### src/rtl/sar_seq_pkg.sv
package sar_seq_pkg;
  typedef enum logic [1:0] {
    PH_IDLE = 2'd0,
    PH_PRE  = 2'd1,
    PH_ACQ  = 2'd2,
    PH_CONV = 2'd3
  } phase_e;
endpackage

### src/rtl/sar_trig_sync.sv
module sar_trig_sync #(
  parameter int STAGES = 2
) (
  input  logic clk,
  input  logic rst_n,
  input  logic pin_i,
  output logic rise_o
);
  logic [STAGES-1:0] sync_q;
  logic [STAGES-1:0] sync_d;
  logic              prev_q;

  // synchronizer chain, one flop per stage
  for (genvar s = 0; s < STAGES; s++) begin : g_stage
    if (s == 0) begin : g_first
      assign sync_d[s] = pin_i;
    end else begin : g_next
      assign sync_d[s] = sync_q[s-1];
    end
  end

  always_ff @(posedge clk or negedge rst_n) begin
    if (!rst_n) begin
      sync_q <= '0;
      prev_q <= 1'b0;
    end else begin
      sync_q <= sync_d;
      prev_q <= sync_q[STAGES-1];
    end
  end

  assign rise_o = sync_q[STAGES-1] & ~prev_q;
endmodule

### src/rtl/sar_rate_timer.sv
module sar_rate_timer #(
  parameter int W = 10
) (
  input  logic         clk,
  input  logic         rst_n,
  input  logic         start_i,
  input  logic [W-1:0] period_i,
  output logic         elapsed_o
);
  logic [W-1:0] since_q;
  logic [W-1:0] since_d;

  always_comb begin
    since_d = since_q;
    if (start_i) begin
      since_d = W'(1);
    end else if (since_q != {W{1'b1}}) begin
      since_d = since_q + W'(1);
    end
  end

  always_ff @(posedge clk or negedge rst_n) begin
    if (!rst_n) since_q <= {W{1'b1}};
    else        since_q <= since_d;
  end

  assign elapsed_o = (since_q >= period_i);
endmodule

### src/rtl/sar_approx.sv
module sar_approx #(
  parameter int W     = 16,
  parameter int IDX_W = 4
) (
  input  logic             clk,
  input  logic             rst_n,
  input  logic             clr_i,
  input  logic             step_i,
  input  logic             last_i,
  input  logic [IDX_W-1:0] idx_i,
  input  logic             cmp_i,
  output logic [W-1:0]     trial_o,
  output logic [W-1:0]     result_o,
  output logic             done_o
);
  logic [W-1:0] acc_q, acc_d;
  logic [W-1:0] res_q, res_d;
  logic         done_q, done_d;
  logic [W-1:0] mask;

  assign mask    = W'(1) << idx_i;
  assign trial_o = acc_q | mask;

  always_comb begin
    acc_d  = acc_q;
    res_d  = res_q;
    done_d = step_i & last_i;
    if (clr_i) begin
      acc_d = '0;
    end else if (step_i && cmp_i) begin
      acc_d = trial_o;
    end
    if (step_i && last_i) begin
      res_d = cmp_i ? trial_o : acc_q;
    end
  end

  always_ff @(posedge clk or negedge rst_n) begin
    if (!rst_n) begin
      acc_q  <= '0;
      res_q  <= '0;
      done_q <= 1'b0;
    end else begin
      acc_q  <= acc_d;
      res_q  <= res_d;
      done_q <= done_d;
    end
  end

  assign result_o = res_q;
  assign done_o   = done_q;
endmodule

### src/rtl/sar_conv_seq.sv
module sar_conv_seq #(
  parameter int RES_W       = 16,
  parameter int CFG_W       = 32,
  parameter int ACQ_LSB     = 16,
  parameter int ACQ_W       = 10,
  parameter int RATE_LSB    = 0,
  parameter int RATE_W      = 10,
  parameter int PRE_CYC     = 4,
  parameter int SYNC_STAGES = 2
) (
  input  logic             clk,
  input  logic             rst_n,
  input  logic [CFG_W-1:0] cfg_word,
  input  logic             diff_mode_i,
  input  logic             sw_single,
  input  logic             sw_cont,
  input  logic             ext_trig_en,
  input  logic             ext_trig_pin,
  input  logic             cmp_i,
  output logic             pre_o,
  output logic             acq_o,
  output logic             cnv_o,
  output logic             busy_o,
  output logic             done_o,
  output logic             diff_mode_o,
  output logic [RES_W-1:0] sar_dac_o,
  output logic [RES_W-1:0] result_o
);
  import sar_seq_pkg::*;

  localparam int IDX_W = $clog2(RES_W);
  localparam int CNT_W = (ACQ_W > IDX_W + 1) ? ACQ_W : IDX_W + 1;

  phase_e            ph_q, ph_d;
  logic [CNT_W-1:0]  cnt_q, cnt_d;
  logic              mode_q, mode_d;
  logic [ACQ_W-1:0]  acq_raw, acq_len;
  logic [RATE_W-1:0] period;
  logic              ext_rise, period_ok, start;
  logic              conv_step, conv_last;
  logic [IDX_W-1:0]  bit_idx;
  logic              unused_cfg_bits;

  assign acq_raw = cfg_word[ACQ_LSB +: ACQ_W];
  assign acq_len = (acq_raw == '0) ? ACQ_W'(1) : acq_raw;
  assign period  = cfg_word[RATE_LSB +: RATE_W];
  assign unused_cfg_bits = ^{cfg_word};

  sar_trig_sync #(.STAGES(SYNC_STAGES)) u_sync (
    .clk    (clk),
    .rst_n  (rst_n),
    .pin_i  (ext_trig_pin),
    .rise_o (ext_rise)
  );

  sar_rate_timer #(.W(RATE_W)) u_rate (
    .clk       (clk),
    .rst_n     (rst_n),
    .start_i   (start),
    .period_i  (period),
    .elapsed_o (period_ok)
  );

  assign start = (ph_q == PH_IDLE) &&
                 (sw_single || (sw_cont && period_ok) || (ext_trig_en && ext_rise));

  // next-state process
  always_comb begin
    ph_d   = ph_q;
    cnt_d  = cnt_q;
    mode_d = mode_q;
    unique case (ph_q)
      PH_IDLE: begin
        if (start) begin
          ph_d   = PH_PRE;
          cnt_d  = '0;
          mode_d = diff_mode_i;
        end
      end
      PH_PRE: begin
        if (cnt_q == CNT_W'(PRE_CYC - 1)) begin
          ph_d  = PH_ACQ;
          cnt_d = '0;
        end else begin
          cnt_d = cnt_q + CNT_W'(1);
        end
      end
      PH_ACQ: begin
        if (cnt_q == CNT_W'(acq_len - ACQ_W'(1))) begin
          ph_d  = PH_CONV;
          cnt_d = '0;
        end else begin
          cnt_d = cnt_q + CNT_W'(1);
        end
      end
      PH_CONV: begin
        if (conv_last) begin
          ph_d  = PH_IDLE;
          cnt_d = '0;
        end else begin
          cnt_d = cnt_q + CNT_W'(1);
        end
      end
      default: ph_d = PH_IDLE;
    endcase
  end

  // register process
  always_ff @(posedge clk or negedge rst_n) begin
    if (!rst_n) begin
      ph_q   <= PH_IDLE;
      cnt_q  <= '0;
      mode_q <= 1'b0;
    end else begin
      ph_q   <= ph_d;
      cnt_q  <= cnt_d;
      mode_q <= mode_d;
    end
  end

  assign conv_step = (ph_q == PH_CONV);
  assign conv_last = conv_step && (cnt_q == CNT_W'(RES_W - 1));
  assign bit_idx   = IDX_W'(RES_W - 1) - cnt_q[IDX_W-1:0];

  sar_approx #(.W(RES_W), .IDX_W(IDX_W)) u_sar (
    .clk      (clk),
    .rst_n    (rst_n),
    .clr_i    (ph_q == PH_PRE),
    .step_i   (conv_step),
    .last_i   (conv_last),
    .idx_i    (bit_idx),
    .cmp_i    (cmp_i),
    .trial_o  (sar_dac_o),
    .result_o (result_o),
    .done_o   (done_o)
  );

  assign pre_o       = (ph_q == PH_PRE);
  assign acq_o       = (ph_q == PH_ACQ);
  assign cnv_o       = conv_step;
  assign busy_o      = (ph_q != PH_IDLE);
  assign diff_mode_o = mode_q;
endmodule

### config.mk
export PLATFORM = sky130hd
export DESIGN_NAME = sar_conv_seq
export DESIGN_NICKNAME = d
export VERILOG_FILES = /design/src/rtl/sar_seq_pkg.sv /design/src/rtl/sar_trig_sync.sv /design/src/rtl/sar_rate_timer.sv /design/src/rtl/sar_approx.sv /design/src/rtl/sar_conv_seq.sv
export SDC_FILE = /design/constraint.sdc
export NUM_CORES = 1
export LEC_CHECK = 0
export BUFFER_PORTS_ARGS = -buffer_cell sky130_fd_sc_hd__buf_2
export CAP_MARGIN = 30
export CELL_PAD_IN_SITES_DETAIL_PLACEMENT = 1
export CELL_PAD_IN_SITES_GLOBAL_PLACEMENT = 1
export CORE_MARGIN = 3
export CORE_UTILIZATION = 41
export DETAILED_ROUTE_END_ITERATION = 10
export PLACE_DENSITY = 0.83
export SLEW_MARGIN = 20
export SYNTH_ARGS = -nofsm -noshare
export SYNTH_HDL_FRONTEND = slang
export SYNTH_SLANG_ARGS = --single-unit
export TNS_END_PERCENT = 1
### constraint.sdc
create_clock -name clk -period 3 [get_ports clk]
set_clock_uncertainty 0.05 [all_clocks]
set_input_delay 0.9 -clock clk [delete_from_list [all_inputs] [get_ports clk]]
set_output_delay 0.9 -clock clk [all_outputs]
set_load 0.01 [all_outputs]
Word level (Yosys, flattened, before mapping)
Cells that the tools add are included.
{"block": "classes", "n_bitwise": 4, "div_mod_pow": 0, "add_sub_neg": 4, "n_mul": 0, "magnitude_cmp": 1, "n_mux": 16, "n_shift": 1, "n_reduce_logical": 15, "n_eq_ne": 11}
{"op": "two-way mux 10 bit", "n": 7}
{"op": "two-way mux 16 bit", "n": 3}
{"op": "one-hot mux 10 bit (4 select lines)", "n": 1}
{"op": "adder 10 x 1 -> 10 bit, second input constant", "n": 2}
{"op": "bitwise OR 16 bit", "n": 1}
{"op": "left shift 1 x 4 -> 16 bit, first input constant", "n": 1}
{"op": "equality test 10 bit", "n": 1}
{"op": "equality test 10 x 2 -> 1 bit, second input constant", "n": 1}
{"op": "equality test 10 x 4 -> 1 bit, second input constant", "n": 1}
{"op": "greater-or-equal comparator 10 bit", "n": 1}
{"op": "logical NOT 10 bit", "n": 1}
{"op": "inequality test 10 bit, second input constant", "n": 1}
{"op": "subtractor 10 x 1 -> 10 bit, second input constant", "n": 1}
{"op": "two-way mux 2 bit", "n": 4}
{"op": "one-hot mux 2 bit (4 select lines)", "n": 1}
{"op": "logical AND 1 bit", "n": 6}
{"op": "inequality test 2 x 1 -> 1 bit, second input constant", "n": 3}
{"op": "nonzero test 2 bit", "n": 3}
{"op": "equality test 2 bit, second input constant", "n": 2}
{"op": "AND reduction 4 bit", "n": 1}
{"op": "subtractor 4 bit, first input constant", "n": 1}
{"op": "AND 1 bit", "n": 2}
{"op": "equality test 2 x 1 -> 1 bit, second input constant", "n": 1}
{"op": "logical NOT 2 bit", "n": 1}
{"op": "4 further kinds", "n": 5}
{"block": "word_totals", "latchBits": 0, "inputBits": 40, "ram_bits": 0, "romBits": 0, "register_bits": 59, "elab_cells": 61, "n_memories": 0}

Longest topological paths before layout
{"block": "logic_depth", "depth_word": 7, "depth_mapped": 11, "depth_no_buf": 10}

Hierarchy
Synthesis repeated with hierarchy kept, for this count alone.
{"block": "unflattened", "hier_cells": 413, "area_unflattened_um2": 3646.0}
{"module": "sar_approx", "cells_per_inst": 163, "instances": 1, "seq_area_each_um2": 825.8, "area_per_inst_um2": 1534.0}
{"module": "sar_conv_seq", "cells_per_inst": 158, "instances": 1, "seq_area_each_um2": 325.3, "area_per_inst_um2": 1238.7}
{"module": "sar_rate_timer", "cells_per_inst": 88, "instances": 1, "seq_area_each_um2": 262.8, "area_per_inst_um2": 784.5}
{"module": "sar_trig_sync", "cells_per_inst": 4, "instances": 1, "seq_area_each_um2": 75.1, "area_per_inst_um2": 88.8}

Least setup slack after synthesis
OpenSTA, ideal clock, no wires.
{"block": "synth_path", "kind": "input -> register", "startpoint": "input port cfg_word[22]", "endpoint": "register ph_q[1]", "n_path_buf": 0, "required_ns": 2.822, "setup_time_ns": 0.128, "setup_slack_ns": -0.251, "t_arrival_ns": 3.073, "stages": 10, "path_cell_list": "nor4_1 > a31oi_1 > ha_1 > xor2_1 > o221ai_1 > a211oi_1 > and4_1 > nand3_1 > a211oi_2 > mux2_1"}
{"block": "synth_between", "elab_chain_len": 6}
{"item": "start: declaration", "line": "sar_conv_seq.sv:13", "source": "input logic [CFG_W-1:0] cfg_word,"}
{"item": "logical NOT 10 bit", "line": "sar_conv_seq.sv:45", "source": "assign acq_len = (acq_raw == '0) ? ACQ_W'(1) : acq_raw;"}
{"item": "two-way mux 10 bit *", "line": "sar_conv_seq.sv:45"}
{"item": "subtractor 10 x 1 -> 10 bit *", "line": "sar_conv_seq.sv:89", "source": "if (cnt_q == CNT_W'(acq_len - ACQ_W'(1))) begin"}
{"item": "equality test 10 bit *", "line": "sar_conv_seq.sv:89"}
{"item": "inequality test 2 x 1 -> 1 bit (no source line) *"}
{"item": "AND reduction 4 bit (no source line) *"}
{"item": "end signal: assignment", "line": "sar_conv_seq.sv:115", "source": "ph_q <= ph_d;"}
{"item": "end: declaration", "line": "sar_conv_seq.sv:34", "source": "phase_e ph_q, ph_d;"}
Every way passes the cells marked *; elsewhere a longest branch is shown, timed or not.
A chain may end at the register's enable or synchronous reset.

Worst setup path after layout
{"block": "layout_path", "startpoint": "input port cfg_word[23]", "endpoint": "register ph_q[1]"}
The elaborated chain is that of the path after synthesis.

==> metrics.md <==
| Metric | Value |
|---|---|
| Outcome | `complete, but fails checks` |
| Failing checks | `setup timing` |
| Routed WL | `10200 um` |
| Setup crit start kind | `primary input` |
| Power Dens Cells | `694 nW/um2` |
| Leakage | `2.17 nW` |
| Synth top area cells | `dfrtp_1 (36%), ha_1 (8.4%), dfstp_2 (7.6%)` |
| Clock buffer depth | `2` |
| Worst-skew pair later-pin latency | `0.33 ns` |
| HPWL Detailed | `roughly 7600 um` |
| Yosys warns | `0` |
| WL per Instance | `~18 um` |
| Seq/Total Area, Yosys | `43.3%` |
| Initial Util | `43.4%` |
| DR vias/cell | `5.59` |
| Yosys top cell by area | `dfrtp_1` |
| Final setup viols | `7` |
| Seq cells post-synth | `59` |
| Fin Hold WS | `0.306 ns` |
| H-Tree Depth | `3` |
| VDD IR-drop max | `0.418 mV` |
| CTS Root Cell | `clkbuf_8` |
| DR pass1 iterations | `4` |
| Max-slew headroom | `approximately 56%` |
| Critical path's slowest cell | `ha_1` |
| Worst Path Arrival | `3.23 ns` |
| Final Wtd Congestion | `between 0.8 and 0.9` |
| Share of the synthesized area in the top cell type | `35.7%` |
| Initial DRC Count | `89` |
| Die X | `97.6 um` |
| CTS tree | `yes` |
| Yosys cell types | `50` |
| Final core occ | `55.3%` |
| Sink Count | `between 50 and 60` |
| Global route overflow | `0` |
| Max-cap violations | `0` |
| Mapped Cells | `377` |
| Fin worst setup slack | `-0.0677 ns` |
| Worst Setup End Kind | `flop` |
| Initial antenna violation count | `0` |
| Critical path type | `primary input to flop` |
| Die Ht | `97.6 um` |
| # IOs | `a little under 80` |
| Clock transition at path regs | `approximately 0.060 ns` |
| Post-Syn Area | `3440 um2` |
| Final ANT Viol Nets | `0` |
| Worst Tran Pin Value | `0.656 ns` |
| Crit-path max cell delay | `0.33 ns` |
| Setup bufs post-CTS | `0` |
| Layout cell share with drive strength beyond 1 | `29.7%` |
| Minimum clock period | `3.07 ns` |
| Hold Crit Class | `flop to flop` |
| Post-layout nets | `530` |
| Vias in the first global route | `around 3500` |
| Asr flop ratio synth | `100%` |
| CP cell instances | `buf_8, nor4_4, a31oi_2, ha_1, xor2_2, o221ai_1, a211oi_1, and4_1, nand3_2, a211oi_4, mux2_4` |
| Max Freq | `approximately 330 MHz` |
| Commonest non-fill, non-tap cell in the layout | `buf_2` |
| Die outline area | `about 9500 um2` |
| TritonCTS buffer count | `9` |
| Synthesis-to-finish area growth | `27.5%` |
| Gr usage total | `between 20 and 25%` |
| Core Area | `7930 um2` |
| # DRC | `0` |
| Largest net degree at the start of global routing | `35` |
| Row Count | `32` |
| Post-synth top flop | `dfrtp_1` |
| Max-slew violations | `0` |
| Syn nets | `440` |
| Max FO, Critical Path | `2` |
| # diodes | `0` |
| Setup_tns | `-0.200 ns` |
| Final instance area | `4380 um2` |
| Buffers & Inverters on Critical Path | `1` |
| Post-synth EDFFs | `0` |
| PortBufs | `65` |
| RSZ-0062 raised after global routing | `true` |
| Mean Syn Cell Area | `9.12 um2` |
| Final cycle utilization of the critical path | `102%` |
| First-pass GRT wire length | `17200 um` |
| Area after DPL | `between 4000 and 5000 um2` |
| Most frequent cells in the layout | `buf_2 (62), dfrtp_1 (49), nor2_1 (33), a31oi_1 (33)` |
| Worst EP required | `3.17 ns` |
| Via count | `3211` |
| Final hold vios | `0` |
| Cell family with most CP delay | `compound AO/OA/AOI/OAI gates` |
## report_power, final
group          leakage [nW]  internal, mW  total [mW]  switching (mW)
logic                  1.38         0.526        1.25           0.723
registers             0.688         0.917        1.02           0.106
clock network         0.102         0.468       0.770           0.302
total                  2.17          1.91        3.04            1.13
## stage by stage
stage	instances	total power, mW	setup WS [ns]
after global routing	574	3.24	-0.256
after CTS	574	3.04	-0.0751
after floorplan	377	1.75	-0.107
final	574	3.04	-0.0677
after detailed placement	558	2.21	-0.541
after global placement	558	2.13	-0.364
## cell type report
cell class | count | area [um2]
clock buffer | 13 | 139
clock inverter | 3 | 65.1
fill | 968 | 3540
inverter | 27 | 101
multi-input combinational | 272 | 1850
sequential | 59 | 1490
tap | 102 | 128
timing repair buffer | 98 | 612
## cells by family after synthesis
group / after synthesis / synth area share, %
AND/OR/NAND/NOR: 122 / 17.8
multiplexers: 4 / 1.24
flip-flops: 59 / 43.3
adder cells (fa/ha/maj): 23 / 8.37
buffers and inverters: 46 / 5.13
AO/OA/AOI/OAI: 107 / 20.1
XOR/XNOR: 16 / 4.08
## worst paths after layout
kind | startpoint | slack (ns) | depth (start not counted) | end
min in group asynchronous | rst_n | 0.53 | 1 | u_sar.acc_q[6]
min reg2reg | u_sync.sync_q[0] | 0.31 | 0 | u_sync.sync_q[1]
max in group asynchronous | rst_n | 1.68 | 2 | u_rate.since_q[6]
max | cfg_word[23] | -0.07 | 11 | ph_q[1]
min | u_sync.sync_q[0] | 0.31 | 0 | u_sync.sync_q[1]
max reg2reg | u_rate.since_q[0] | 0.28 | 10 | ph_q[0]
## routing by layer
layer,wire (um),GRT usage (%),vias to the layer above
met2,5280,39.3,87
met1,4290,26.6,1577
met4,232,8.84,0
li1,-,-,1525
met3,379,3.09,22
met5,0,0,-
## repair_timing
| item | 4_1_cts | 5_1_grt |
|---|---|---|
| pin swaps | 6 | 2 |
| setup endpoints to repair | 8 | 12 |
| hold buffers | 0 | 0 |
| gates resized for setup | 10 | 5 |
## registers in the layout, indices dropped and copies added (netlist names)
name	flops
diff_mode_o	1
u_rate.since_q	10
cnt_q	10
u_sync.prev_q	1
ph_q	2
u_sar.result_o	16
u_sar.acc_q	16
u_sync.sync_q	2
u_sar.done_o	1
## cell usage after synthesis (3+ instances only)
master / instances
clkbuf_1: 18
dfstp_2: 10
a22o_1: 3
nand2_1: 32
o22ai_1: 5
nor4_1: 4
nand3_1: 11
inv_1: 27
nor2_1: 33
a31oi_1: 34
nor2b_1: 5
xnor2_1: 10
xor2_1: 6
nor3_1: 7
dfrtp_1: 49
or2_2: 3
ha_1: 23
a21o_1: 14
a21oi_1: 11
nand4_1: 5
and3_1: 5
o21ai_0: 22
a211oi_1: 4
## worst reg2reg max path, cell delays in order (launching register included)
cell	delay, ns
dfstp_2	0.57
inv_1	0.05
ha_1	0.25
nand2b_1	0.11
a31oi_1	0.08
or3_1	0.35
a31oi_1	0.27
nor4_2	0.09
buf_4	0.18
or4_1	0.48
o21a_1	0.12
Power figures use the tool's default switching activity.
